**src/rtl/fair_arb2.sv**
```systemverilog
module fair_arb2 (
  input  logic clk,
  input  logic rst,
  input  logic req0,
  input  logic req1,
  output logic gnt0,
  output logic gnt1
);
  typedef enum logic [1:0] {IDLE_P0 = 2'b00, IDLE_P1 = 2'b01, OWN0 = 2'b10, OWN1 = 2'b11} st_t;
  st_t st, st_nx;

  assign gnt0 = ((st == IDLE_P0) && req0) ||
                ((st == IDLE_P1) && req0 && !req1) ||
                ((st == OWN0) && req0) ||
                ((st == OWN1) && !req1 && req0);
  assign gnt1 = ((st == IDLE_P1) && req1) ||
                ((st == IDLE_P0) && req1 && !req0) ||
                ((st == OWN1) && req1) ||
                ((st == OWN0) && !req0 && req1);

  always_comb begin
    case (st)
      IDLE_P0: st_nx = req0 ? OWN0 : (req1 ? OWN1 : IDLE_P0);
      IDLE_P1: st_nx = req1 ? OWN1 : (req0 ? OWN0 : IDLE_P1);
      OWN0:    st_nx = req0 ? OWN0 : (req1 ? OWN1 : IDLE_P1);
      default: st_nx = req1 ? OWN1 : (req0 ? OWN0 : IDLE_P0);
    endcase
  end

  always_ff @(posedge clk) begin
    if (rst) st <= IDLE_P0;
    else     st <= st_nx;
  end
endmodule


```
**config.mk**
```make
export PLATFORM = sky130hd
export DESIGN_NAME = fair_arb2
export DESIGN_NICKNAME = d
export VERILOG_FILES = /design/src/rtl/fair_arb2.sv
export SDC_FILE = /design/constraint.sdc
export NUM_CORES = 1
export LEC_CHECK = 0
export BUFFER_PORTS_ARGS = -buffer_cell sky130_fd_sc_hd__buf_2
export CORE_AREA = 2 2 39 41
export DETAILED_ROUTE_END_ITERATION = 12
export DIE_AREA = 0 0 41 43
export SLEW_MARGIN = 20
export SYNTH_ARGS = -nofsm -noshare
export SYNTH_HDL_FRONTEND = slang
export SYNTH_SLANG_ARGS = --single-unit
```
**constraint.sdc**
```tcl
create_clock -name clk -period 0.9 [get_ports clk]
set_input_delay 0.18 -clock clk [delete_from_list [all_inputs] [get_ports clk]]
set_output_delay 0.18 -clock clk [all_outputs]
set_load 0.005 [all_outputs]
```
==> results.yml <==
cts:
  cts_root_buffer: "clkbuf_4"
  numClockSinks: 2
  cts_made_buffers: 3
  postCtsSetupRepairBufs: 0
  h-tree-depth: 1
  worstSkewPairLatency_ns: 0.22
  cts_tree: "built"
  clk_path_buf_depth: 2
  clk_pin_slew_ns: 0.03
  hold_buffers: 0
logic_synthesis:
  ys_top_cells_by_count: "nor2_1, a21boi_0, dfxtp_1"
  syn_area_per_cell_sq_um: 8.03
  synth.area.mux_share_pct: 0
  synth_compound_area_share_pct: 33.8
  synthArstFlopShare_pct: 0
  ys_top_cells_by_area: "dfxtp_1, a21boi_0, nor2_1, nor2b_2, o21bai_1"
  synth_edf_count: 0
  synth_top_cell_area_share_pct: 41.6
  synth_fa_ha_area_share_pct: 0
  synth_seq_cells: 2
  synth-simple-area-share_pct: 20.8
  synth_ff_type: "dfxtp_1"
  syn_nets: 16
  ys_types: 8
  yosysTopAreaCell: "dfxtp_1"
  synth.most_common_cell: "nor2_1"
  seq_area_frac_synth_pct: 41.6
  synth_top_family_by_area: "compound AO/OA/AOI/OAI gates"
  yosys_warnings: 0
  synth_area_sq_um: 96.3
  synthCells: 12
  synth_xor_area_share_pct: 0
final_layout:
  drive_gt1_share_pct: 50.0
  fillers: 161
  design_area_sq_um: 165
  largest_reg_flops: 2
  top_register: "st"
  layout.nets: 26
  largestRegisters: "st x2"
  fin_util_pct: 11.9
  diodes: 0
  layout-area-overhead-vs-synth_pct: 71.4
worst_setup_path:
  worstPathMaxFanout: 4
  required_ns: 0.72
  cp.arrival_ns: 0.83
  start_kind: "register"
  crit_type: "register to primary output"
  end_kind: "primary output"
  crit_path_start: "st[0]"
  r2r_start: "st[1]"
power_and_ir_drop:
  power.density_nw_per_um2: 2010
  power.total_w: 0.000332
  vdd_ir_drop_max_mv: 0.300
  power_leakage_nw: 0.0745
timing:
  fmax_mhz: 992
  slew_headroom_pct: 89.9
  drv_slew: 0
  setup_viol: 2
  rsz0062_at_grt: "yes"
  fin_crit_sh_pct: 112
  layout_setup_ws_ns: -0.108
  finalHoldViolCount: 0
  period_needed_ns: 1.01
  holdWs_ns: 0.124
  skew_ns: 0.00187
  worst_pin_slew_ns: 0.150
floorplan:
  io_pins: 6
  core_area_sq_um: 1380
  start_util_pct: 6.96
  dieArea_sq_um: 1760
  chipWidth_microns: 41
  row_count: 14
  die_h_microns: 43
global_route:
  antenna_found_initial: 0
  overflow: 0
  grt_pass1_vias: 105
  grt_pass1_wl_microns: 358
  grt_use_total_pct: 3.91
  grt_max_degree: 6
outcome:
  violations: "negative setup slack"
  status: "finished with violations"
drt:
  vias_per_cell: 3.00
  dr.pass1.iters: 2
  drt_iter0_markers: 1
  ant_nets: 0
  drc: 0
  num_vias: 108
  wl_per_cell_microns: 6.36
  wl_microns: 229
placement:
  placed_cell_area_sq_um: 141
  portBuffers: 5
  gp_congestion: 0.462
min_path:
  hp-class: "primary input to register"
  hold_start: "rst"
run:
  max-cap-violations: 0
==> critical path, cell delays in order (launching register included) <==
cell	delay, ns
dfxtp_2	0.34
inv_1	0.04
a21boi_1	0.10
buf_2	0.12
==> layer usage <==
layer | track usage (%) | routed length (microns)
met3 | 4.71 | 33
met5 | 0 | 0
met4 | 6.00 | 6
met2 | 3.13 | 70
met1 | 3.51 | 118
==> placed cells by master (no fill, tap or decap) <==
cell      count
o21ai_0       1
o21bai_1      1
dfxtp_1       1
nor2_1        3
a21oi_1       1
buf_2         5
a21boi_1      2
nor2b_2       1
clkbuf_4      3
inv_1         1
dfxtp_2       1
==> final timing paths <==
path                end  slack, ns  cells after the start
setup / recovery   gnt1      -0.11                      3
hold / removal    st[0]       0.12                      2
setup reg to reg  st[0]       0.16                      3
hold reg to reg   st[0]       0.50                      2
==> final cells by class <==
cell class / count / area [sq um] / share of cell area (%)
multi-input combinational: 9 / 52.6 / 31.8
sequential: 2 / 41.3 / 25.0
tap: 16 / 20.0 / 12.1
timing repair buffer: 5 / 25.0 / 15.2
clock buffer: 3 / 22.5 / 13.6
inverter: 1 / 3.75 / 2.27
==> where the power goes <==
group / internal, W / switching, W / total (W)
clock network: 0.000147 / 0.0000485 / 0.000195
logic: 0.0000195 / 0.0000158 / 0.0000353
registers: 0.0000966 / 0.00000455 / 0.000101
==> logic make-up (layout without fill, tap and decap cells) <==
kind of cell / Yosys count / count (layout)
AO/OA/AOI/OAI: 5 / 5
AND/OR/NAND/NOR: 4 / 4
flip-flops: 2 / 2
buffers and inverters: 1 / 9
==> timing repair <==
action                                  CTS  global route
gates resized for setup                   2             1
endpoints found under the setup margin    2             2
cloned                                    0             0
==> per-stage QoR <==
stage | instances | setup WS (ns) | setup TNS [ns]
global placement | 33 | 0.0773 | 0
finish | 36 | -0.108 | -0.161
floorplan | 12 | 0.154 | 0
detailed placement | 33 | 0.0403 | 0
CTS | 36 | -0.128 | -0.237
global route | 36 | -0.154 | -0.264
(Power assumes the default switching activity.)
